## src/rtl/cpu6_pkg.sv

```systemverilog
package cpu6_pkg;

   localparam int OPC_W = 3;

   localparam logic [OPC_W-1:0] OPC_LOAD  = 3'b000;
   localparam logic [OPC_W-1:0] OPC_STORE = 3'b001;
   localparam logic [OPC_W-1:0] OPC_SUM   = 3'b100;
   localparam logic [OPC_W-1:0] OPC_DIFF  = 3'b101;
   localparam logic [OPC_W-1:0] OPC_CONJ  = 3'b110;
   localparam logic [OPC_W-1:0] OPC_DISJ  = 3'b111;

   typedef enum logic [1:0] {
      ALU_ADD = 2'b00,
      ALU_SUB = 2'b01,
      ALU_AND = 2'b10,
      ALU_OR  = 2'b11
   } alu_op_e;

   typedef struct packed {
      logic    rf_we;
      logic    dm_we;
      alu_op_e alu_op;
      logic    addr_from_st;
      logic    wb_from_mem;
   } ctrl_t;

endpackage

```

## src/rtl/cpu6_ctrl.sv

```systemverilog
module cpu6_ctrl
   import cpu6_pkg::*;
(
   input  logic [OPC_W-1:0] opcode_i,
   output ctrl_t            ctrl_o
);

   always_comb begin
      ctrl_o = '0;
      unique case (opcode_i)
         OPC_LOAD: begin
            ctrl_o.rf_we       = 1'b1;
            ctrl_o.wb_from_mem = 1'b1;
         end
         OPC_STORE: begin
            ctrl_o.dm_we        = 1'b1;
            ctrl_o.addr_from_st = 1'b1;
         end
         OPC_SUM:  begin ctrl_o.rf_we = 1'b1; ctrl_o.alu_op = ALU_ADD; end
         OPC_DIFF: begin ctrl_o.rf_we = 1'b1; ctrl_o.alu_op = ALU_SUB; end
         OPC_CONJ: begin ctrl_o.rf_we = 1'b1; ctrl_o.alu_op = ALU_AND; end
         OPC_DISJ: begin ctrl_o.rf_we = 1'b1; ctrl_o.alu_op = ALU_OR;  end
         default: ;
      endcase
   end

endmodule

```

## src/rtl/cpu6_alu.sv

```systemverilog
module cpu6_alu
   import cpu6_pkg::*;
#(
   parameter int DATA_W = 8
) (
   input  logic [DATA_W-1:0] a_i,
   input  logic [DATA_W-1:0] b_i,
   input  alu_op_e           op_i,
   output logic [DATA_W-1:0] y_o
);

   generate
      if (DATA_W < 1) begin : g_bad_width
         $error("cpu6_alu: DATA_W must be positive");
      end
   endgenerate

   always_comb begin
      unique case (op_i)
         ALU_ADD: y_o = a_i + b_i;
         ALU_SUB: y_o = a_i - b_i;
         ALU_AND: y_o = a_i & b_i;
         ALU_OR:  y_o = a_i | b_i;
         default: y_o = '0;
      endcase
   end

endmodule

```

## src/rtl/cpu6_regfile.sv

```systemverilog
module cpu6_regfile #(
   parameter int DATA_W = 8,
   parameter int ADDR_W = 3
) (
   input  logic              clk_i,
   input  logic              rst_i,
   input  logic              we_i,
   input  logic [ADDR_W-1:0] waddr_i,
   input  logic [DATA_W-1:0] wdata_i,
   input  logic [ADDR_W-1:0] raddr_a_i,
   input  logic [ADDR_W-1:0] raddr_b_i,
   output logic [DATA_W-1:0] rdata_a_o,
   output logic [DATA_W-1:0] rdata_b_o
);

   localparam int DEPTH = 1 << ADDR_W;

   generate
      if (ADDR_W < 1 || ADDR_W > 6) begin : g_bad_depth
         $error("cpu6_regfile: ADDR_W out of range");
      end
   endgenerate

   logic [DATA_W-1:0] regs [DEPTH];

   for (genvar g = 0; g < DEPTH; g++) begin : g_entry
      logic [DATA_W-1:0] q;
      always_ff @(posedge clk_i) begin
         if (rst_i)
            q <= '0;
         else if (we_i && waddr_i == ADDR_W'(g))
            q <= wdata_i;
      end
      assign regs[g] = q;
   end

   assign rdata_a_o = regs[raddr_a_i];
   assign rdata_b_o = regs[raddr_b_i];

   // a write is visible in the addressed entry one edge later
   a_r5_rf_write_lands: assert property (@(posedge clk_i) disable iff (rst_i)
      we_i |=> regs[$past(waddr_i)] == $past(wdata_i));

   // registers read zero right after reset
   a_r1_rf_cleared: assert property (@(posedge clk_i)
      $fell(rst_i) |-> (rdata_a_o == '0 && rdata_b_o == '0));

endmodule

```

## src/rtl/cpu6_dmem.sv

```systemverilog
module cpu6_dmem #(
   parameter int DATA_W = 8,
   parameter int ADDR_W = 6,
   parameter logic [(1<<ADDR_W)*DATA_W-1:0] INIT = '0
) (
   input  logic              clk_i,
   input  logic              rst_i,
   input  logic              we_i,
   input  logic [ADDR_W-1:0] addr_i,
   input  logic [DATA_W-1:0] wdata_i,
   output logic [DATA_W-1:0] rdata_o
);

   localparam int DEPTH = 1 << ADDR_W;

   generate
      if (ADDR_W < 1 || ADDR_W > 8) begin : g_bad_depth
         $error("cpu6_dmem: ADDR_W out of range");
      end
   endgenerate

   logic [DATA_W-1:0] words [DEPTH];

   for (genvar g = 0; g < DEPTH; g++) begin : g_word
      logic [DATA_W-1:0] q;
      always_ff @(posedge clk_i) begin
         if (rst_i)
            q <= INIT[g*DATA_W +: DATA_W];
         else if (we_i && addr_i == ADDR_W'(g))
            q <= wdata_i;
      end
      assign words[g] = q;
   end

   assign rdata_o = words[addr_i];

   // a stored word lands at the addressed location
   a_r4_dm_write_lands: assert property (@(posedge clk_i) disable iff (rst_i)
      we_i |=> words[$past(addr_i)] == $past(wdata_i));

endmodule

```

## src/rtl/cpu6_core.sv

```systemverilog
module cpu6_core
   import cpu6_pkg::*;
#(
   parameter int DATA_W  = 8,
   parameter int REG_AW  = 3,
   parameter int MEM_AW  = 6,
   parameter int IMEM_AW = 6,
   parameter logic [(1<<IMEM_AW)*(OPC_W+3*REG_AW)-1:0] PROGRAM   = '0,
   parameter logic [(1<<MEM_AW)*DATA_W-1:0]             DMEM_INIT = '0
) (
   input  logic                clk_i,
   input  logic                rst_i,
   output logic [IMEM_AW-1:0]  pc_o,
   output logic [OPC_W+3*REG_AW-1:0] instr_o,
   output logic                rf_we_o,
   output logic [REG_AW-1:0]   rf_waddr_o,
   output logic [DATA_W-1:0]   rf_wdata_o,
   output logic                dm_we_o,
   output logic [MEM_AW-1:0]   dm_addr_o,
   output logic [DATA_W-1:0]   dm_wdata_o
);

   localparam int INSTR_W    = OPC_W + 3*REG_AW;
   localparam int IMEM_DEPTH = 1 << IMEM_AW;

   generate
      if (OPC_W + MEM_AW + REG_AW != INSTR_W) begin : g_bad_format
         $error("cpu6_core: memory and register fields do not fill the word");
      end
   endgenerate

   // program counter
   logic [IMEM_AW-1:0] pc_q;
   always_ff @(posedge clk_i) begin
      if (rst_i) pc_q <= '0;
      else       pc_q <= pc_q + IMEM_AW'(1);
   end

   // instruction ROM
   logic [INSTR_W-1:0] imem [IMEM_DEPTH];
   for (genvar g = 0; g < IMEM_DEPTH; g++) begin : g_rom
      assign imem[g] = PROGRAM[g*INSTR_W +: INSTR_W];
   end
   logic [INSTR_W-1:0] instr;
   assign instr = imem[pc_q];

   // field split
   logic [OPC_W-1:0]  opcode;
   logic [REG_AW-1:0] f_dst, f_srca, f_srcb;
   logic [MEM_AW-1:0] f_ld_addr, f_st_addr;
   assign opcode    = instr[INSTR_W-1 -: OPC_W];
   assign f_dst     = instr[3*REG_AW-1 -: REG_AW];
   assign f_srca    = instr[2*REG_AW-1 -: REG_AW];
   assign f_srcb    = instr[REG_AW-1:0];
   assign f_ld_addr = instr[MEM_AW-1:0];
   assign f_st_addr = instr[MEM_AW+REG_AW-1 -: MEM_AW];

   ctrl_t ctrl;
   cpu6_ctrl i_ctrl (.opcode_i(opcode), .ctrl_o(ctrl));

   logic [DATA_W-1:0] opa, opb, alu_y, dm_rdata, wb_data;
   logic [MEM_AW-1:0] dm_addr;

   cpu6_regfile #(.DATA_W(DATA_W), .ADDR_W(REG_AW)) i_rf (
      .clk_i(clk_i), .rst_i(rst_i),
      .we_i(ctrl.rf_we), .waddr_i(f_dst), .wdata_i(wb_data),
      .raddr_a_i(f_srca), .raddr_b_i(f_srcb),
      .rdata_a_o(opa), .rdata_b_o(opb)
   );

   cpu6_alu #(.DATA_W(DATA_W)) i_alu (
      .a_i(opa), .b_i(opb), .op_i(ctrl.alu_op), .y_o(alu_y)
   );

   assign dm_addr = ctrl.addr_from_st ? f_st_addr : f_ld_addr;

   cpu6_dmem #(.DATA_W(DATA_W), .ADDR_W(MEM_AW), .INIT(DMEM_INIT)) i_dmem (
      .clk_i(clk_i), .rst_i(rst_i),
      .we_i(ctrl.dm_we), .addr_i(dm_addr), .wdata_i(opb),
      .rdata_o(dm_rdata)
   );

   assign wb_data = ctrl.wb_from_mem ? dm_rdata : alu_y;

   assign pc_o       = pc_q;
   assign instr_o    = instr;
   assign rf_we_o    = ctrl.rf_we;
   assign rf_waddr_o = f_dst;
   assign rf_wdata_o = wb_data;
   assign dm_we_o    = ctrl.dm_we;
   assign dm_addr_o  = dm_addr;
   assign dm_wdata_o = opb;

   // counter advances by one each clock out of reset
   a_r2_pc_step: assert property (@(posedge clk_i) disable iff (rst_i)
      !rst_i |=> pc_q == $past(pc_q) + IMEM_AW'(1));

   // first cycle after reset starts at address zero
   a_r1_pc_zero: assert property (@(posedge clk_i)
      $fell(rst_i) |-> pc_q == '0);

   // never a register write and a memory write together
   a_r9_one_write: assert property (@(posedge clk_i) disable iff (rst_i)
      !(rf_we_o && dm_we_o));

   // spare opcodes leave all state alone
   a_r8_spare_quiet: assert property (@(posedge clk_i) disable iff (rst_i)
      (opcode[2:1] == 2'b01) |-> (!rf_we_o && !dm_we_o));

   // load takes memory data from the low address field
   a_r3_load_path: assert property (@(posedge clk_i) disable iff (rst_i)
      (opcode == OPC_LOAD) |-> (dm_addr_o == instr[MEM_AW-1:0] && rf_wdata_o == dm_rdata));

endmodule

```

## config.mk

```make
export PLATFORM = sky130hd
export DESIGN_NAME = cpu6_core
export DESIGN_NICKNAME = d
export VERILOG_FILES = /design/src/rtl/cpu6_pkg.sv /design/src/rtl/cpu6_ctrl.sv /design/src/rtl/cpu6_alu.sv /design/src/rtl/cpu6_regfile.sv /design/src/rtl/cpu6_dmem.sv /design/src/rtl/cpu6_core.sv
export SDC_FILE = /design/constraint.sdc
export NUM_CORES = 1
export LEC_CHECK = 0
export CAP_MARGIN = 10
export CORE_AREA = 2 2 39 41
export DETAILED_ROUTE_END_ITERATION = 8
export DIE_AREA = 0 0 41 43
export DONT_BUFFER_PORTS = 1
export SLEW_MARGIN = 0
export SYNTH_ARGS = -nofsm -noshare
export SYNTH_HDL_FRONTEND = slang
export SYNTH_SLANG_ARGS = --single-unit
```

## constraint.sdc

```tcl
create_clock -name clk_i -period 2.5 [get_ports clk_i]
set_input_delay 0 -clock clk_i [delete_from_list [all_inputs] [get_ports clk_i]]
set_output_delay 0 -clock clk_i [all_outputs]
set_load 0.02 [all_outputs]
```

Word level (Yosys, flattened, before mapping)
Memory sizes are Yosys's and may differ from the RTL's.
Cells that the tools add are included.
- register bits: 582
- bits in latches: 0
- bits in writable memories: 0
- bits in read-only memories: 768
- input bits: 2
- output and inout port bits: 45
- logic and storage cells: 260
- memories: 1
- add/sub/neg operators: 3
- $mul: 0
- div/mod/pow operators: 0
- $lt $le $gt $ge: 4
- equal/unequal tests: 78
- shifts and indexed selects: 0
- mux-type cells: 18
- bitwise gates (word level): 6
- reductions and logical operators: 77
- memories (name ; depth ; bits a word ; rd ports ; clocked after memory_dff ; write ports ; line ; source):
    (name not given) ; 64 ; 12 ; 1 ; 0 ; 0 ; cpu6_core.sv:45 ; assign instr = imem[pc_q];
- operator list (operator ; number):
    equality test 6 bit, second input constant ; 32
    equality test 6 x 5 -> 1 bit, second input constant ; 16
    logical AND 1 bit ; 72
    2-to-1 mux 8 bit ; 7
    binary-select mux 8 bit (select 3 bit) ; 2
    binary-select mux 8 bit (select 6 bit) ; 1
    equality test 6 x 4 -> 1 bit, second input constant ; 8
    one-hot mux 8 bit (4 select lines) ; 1
    equality test 3 bit, second input constant ; 8
    equality test 6 x 3 -> 1 bit, second input constant ; 4
    2-to-1 mux 12 bit ; 2
    greater-or-equal comparator 7 bit, second input constant ; 2
    NOT 6 -> 7 bit ; 2
    equality test 6 x 2 -> 1 bit, second input constant ; 2
    adder 8 bit ; 1
    AND 8 bit ; 1
    greater-or-equal comparator 4 bit, second input constant ; 2
    NOT 3 -> 4 bit ; 2
    OR 8 bit ; 1
    subtractor 8 bit ; 1
    adder 6 x 1 -> 6 bit, second input constant ; 1
    equality test 3 x 1 -> 1 bit, second input constant ; 2
    equality test 3 x 2 -> 1 bit, second input constant ; 2
    equality test 6 x 1 -> 1 bit, second input constant ; 1
    other kinds (9) ; 13

Logic depth before layout (Yosys ltp)
- word-level depth: 12
- mapped depth: 4
- depth with buffers taken out: 4

Modules after synthesis
Synthesis repeated with hierarchy kept, for this count alone.
- cell total of the unflattened synthesis: 3110
- area total of the unflattened synthesis: 27363.7 sq um
- by module, submodules not included (module ; times used ; cells an instance ; area an instance (sq um) ; sequential area each (sq um)):
    cpu6_dmem ; 1 ; 2621 ; 22648.0 ; 10249.8
    cpu6_regfile ; 1 ; 330 ; 3438.3 ; 1281.2
    cpu6_alu ; 1 ; 100 ; 742.0 ; 0.0
    cpu6_core ; 1 ; 53 ; 485.5 ; 120.1
    cpu6_ctrl ; 1 ; 6 ; 50.0 ; 0.0

Worst setup path before layout
OpenSTA, ideal clock, no wires.
- kind: register to register
- start point: register pc_q[0], in the netlist pc_o[0]
- end point: register pc_q[4], in the netlist pc_o[4]
- library setup time: 0.114 ns
- data arrival time: 0.962 ns
- required time: 2.386 ns
- slack: 1.424 ns
- cell stages (with the launch flop): 5
- buffers on the path: 0
- clock period less this slack: 1.076 ns
- cell sequence: dfxtp_1 -> ha_1 -> nand3_1 -> xor2_1 -> nor2_1
- longest elaborated chain between the ends: 1
- ends and longest elaborated chain (what ; line ; source):
    start, declared ; cpu6_core.sv:33 ; logic [IMEM_AW-1:0] pc_q;
    start signal, assigned ; cpu6_core.sv:36 ; else pc_q <= pc_q + IMEM_AW'(1);
    adder 6 x 1 -> 6 bit ; cpu6_core.sv:36 ;
No other way between the ends.
A chain may end at the register's enable or synchronous reset.

Final worst setup path
Same ends and word-level chain as after synthesis.

==> results by stage <==
Yosys:
- The xor and xnor area share after synthesis is 4.95%.
- The area fraction in compound gates after synthesis is around 1.4%.
- The post-synthesis cell area is 531 sq um.
- By area, the combinational part of the netlist is dominated by buffers and inverters.
- sky130_fd_sc_hd__buf_4 takes more of the synthesized area than any other cell.
- Each instance of the synthesized netlist takes up on average 8.42 sq um.
- Synthesis produced a netlist whose cell count is 63.
- The synthesized-area fraction occupied by and/or/nand/nor cells is 12.0%.
- Yosys printed 0 warnings.
- In the synthesized netlist, mux cells make up 0% of the area.
- Summing the areas of all fa, ha and maj instances in the mapped netlist gives under 10% of the synthesized area.
- After synthesis the netlist holds a flip-flop and latch count of 6.
- The register area share after synthesis is 22.6%.
- Yosys attributes the largest share of cell area to sky130_fd_sc_hd__buf_4, sky130_fd_sc_hd__dfxtp_1, sky130_fd_sc_hd__nor2_1.
- The share of synthesized area in the top cell type comes to 55.2%.
- The number of distinct library cells after synthesis is 14.

Clock network:
- TritonCTS built the clock tree.
- The hold-fix buffer count after cts is 1.
- The clock passes through at most 2 buffers.
- The setup fix buffers added after clock tree synthesis is 0.
- TritonCTS created 3 clock buffers.
- For the worst-skew pair, the clock arrives at the later sink with an insertion delay of approximately 0.23 ns.
- The clock net sink count is 6.
- In this run the number of H-tree levels came out at 1.
- The tree is rooted in a sky130_fd_sc_hd__clkbuf_4.
- The number of gates given a new drive strength after cts is 0.
- Clock-pin slew was measured on the worst setup and hold paths at 0.04 ns.

Setup path:
- The kind of capture point of the worst setup path is a flip-flop.
- Broken down by cell family, the worst path's largest delay share belongs to flip-flops.
- At the worst endpoint, the required time is 2.62 ns.
- The critical path in this run is classified as reg -> reg.
- The highest fanout seen on the critical path is 4.
- The slowest cell on the critical path is sky130_fd_sc_hd__dfxtp_1.
- The signal arrival time at the worst endpoint is ~1.3 ns.
- The signal on the critical path passes through ha_1 -> nand3_1 -> xor2_1 -> nor2_1.
- The delay of the slowest cell on the worst path is 0.50 ns.
- The buffering stage count on the worst path with inverters included is 0.
- The startpoint type of the worst setup path is a flip-flop.

Layout:
- Of the cells placed in the final design, the portion with a size suffix greater than 1 is roughly 7.7%.
- Cells fill 31.0% of the core in the end.
- The flip-flop count of the largest register after layout is 6.
- The library cell used most frequently in the layout, excluding fill and tap cells, is sky130_fd_sc_hd__conb_1.
- The repair_antennas step left the layout with diodes totalling 0.
- The top cell types in the final layout, fill and taps aside, are sky130_fd_sc_hd__conb_1, sky130_fd_sc_hd__dfxtp_1, sky130_fd_sc_hd__nor2_1.
- The number of filler instances in the final layout is 149.
- For this run, the post-layout net count is 70.
- The relative area change from synthesis to final layout is -19.1%.

GRT:
- Entering global routing, the biggest net connects 8 pins.
- The initial antenna violation count is 0.
- The number of global-route vias before repair is 184.
- Global routing finished with a remaining overflow of 0.
- The first global-routing pass estimated 828 um of wire.
- Global routing consumed, over all layers together, around 7.2% of the routing resources.

STA:
- The number of slew-limit violations in the final report is 0.
- The minimum period implied by the final worst setup slack is 1.16 ns.
- Setup repair after global routing left no endpoint under its margin.
- The fmax is between 800 and 900 MHz.
- The final period utilization is between 40% and 50%.
- The final-report setup violation count is 0.
- Across the routed clock network, the largest skew measured is 0.000581 ns.
- Adding up every negative setup slack in the final design gives 0 ns.
- The final hold violation count is 0.

Drt:
- The first routing iteration left 0 violations.
- The final routed wire length divided by cell count is 6.51 um.
- The post-detailed-routing wire length is about 530 um.
- The routed via count is 253.
- For this run, the detailed router's first-pass iteration total came to 1.
- The antenna violation net count after detailed routing is 0.
- After detailed routing, the number of remaining DRC violations is 0.
- The per-cell via count in the routed design is 3.12.

Place:
- The number of buffers added on ports is 0.
- The final weighted congestion of routability-driven global placement is slightly below 0.6.
- Detailed placement finished with a half-perimeter wire length of between 400 and 500 um.

Die:
- The vertical extent of the die is 43 um.
- The die is 41 um wide.
- The die footprint is 0.00176 sq mm.
- The floorplan has 14 rows.
- The number of top-level design ports is 47.
- Once the floorplan was initialized, standard cells occupied 38.3% of the core.
- After floorplanning, the core was sized to cover 0.00138 sq mm.

Power:
- The worst-case IR drop observed on VDD is 0.243 mV.
- The power density over the cells is between 500 and 600 mW/mm^2.
- The standby leakage power is between 0.2 and 0.25 nW.

Status:
- The flow ran to the end, and the final reports show no timing, DRC or antenna violations.

Job:
- Across the run, the number of max-cap violations was 0.

Hold path:
- The type of the most critical hold path is in -> reg.
==> worst paths after layout <==
kind / slack [ns] / depth (start not counted) / start / to
setup reg to reg: 1.34 / 4 / pc_o[0] / pc_o[4]
hold / removal: 0.55 / 2 / rst_i / pc_o[0]
hold reg to reg: 0.56 / 1 / pc_o[0] / pc_o[0]
setup / recovery: 1.34 / 4 / pc_o[0] / pc_o[4]
==> worst register-to-register path, cell delays in order, from the launching register on <==
cell	delay, ns
sky130_fd_sc_hd__dfxtp_1	0.50
sky130_fd_sc_hd__ha_1	0.25
sky130_fd_sc_hd__nand3_1	0.10
sky130_fd_sc_hd__xor2_1	0.15
sky130_fd_sc_hd__nor2_1	0.05
==> power by group <==
group	total (mW)	switching, mW	internal, mW	leakage, nW
sequential	0.110	0.0101	0.100	0.0490
clock	0.0859	0.0318	0.0541	0.0138
combinational	0.0604	0.0556	0.00483	0.163
total	0.257	0.0975	0.159	0.226
==> synth_stat cells, drive strengths merged <==
library cell	instances
buf	39
nand2	1
xor2	2
dfxtp	6
nor4	1
ha	1
xnor2	1
or2b	1
nor2b	1
nand3	2
nor2	5
conb	2
o21bai	1
==> cell type report <==
cell class	count	area, sq um	share of cell area [%]
flip-flops and latches	6	120	28.0
clock buffers	3	22.5	5.25
well taps	16	20.0	4.66
multi-input cells	55	256	59.8
repair buffers	1	10.0	2.33
==> metrics by stage <==
stage / cell area (sq um) / total power, mW / instances / setup slack [ns] / hold slack [ns]
global placement: 397 / 0.168 / 77 / 1.37 / 0.0679
finish: 429 / 0.257 / 81 / 1.34 / 0.548
detailed placement: 397 / 0.169 / 77 / 1.35 / 0.0689
global route: 429 / 0.274 / 81 / 1.19 / 0.590
CTS: 429 / 0.259 / 81 / 1.34 / 0.550
floorplan: 669 / 0.214 / 100 / 1.42 / 0.0667
==> routing by layer <==
layer  share of wire (%)  up-vias  global-route usage, %
li1                    -      120                      -
met1                  35      107                   8.12
met3                  18        2                   5.24
met2                  45       24                   8.44
met4                 1.9        0                   6.00
met5                   0        -                      0
==> cell families after synthesis <==
kind of cell | Yosys count
buf+inv | 39
simple gates | 11
flops | 6
xor+xnor | 3
other cells | 2
compound gates | 1
fa+ha+maj | 1
No activity file was read; power rests on OpenSTA's default activity.
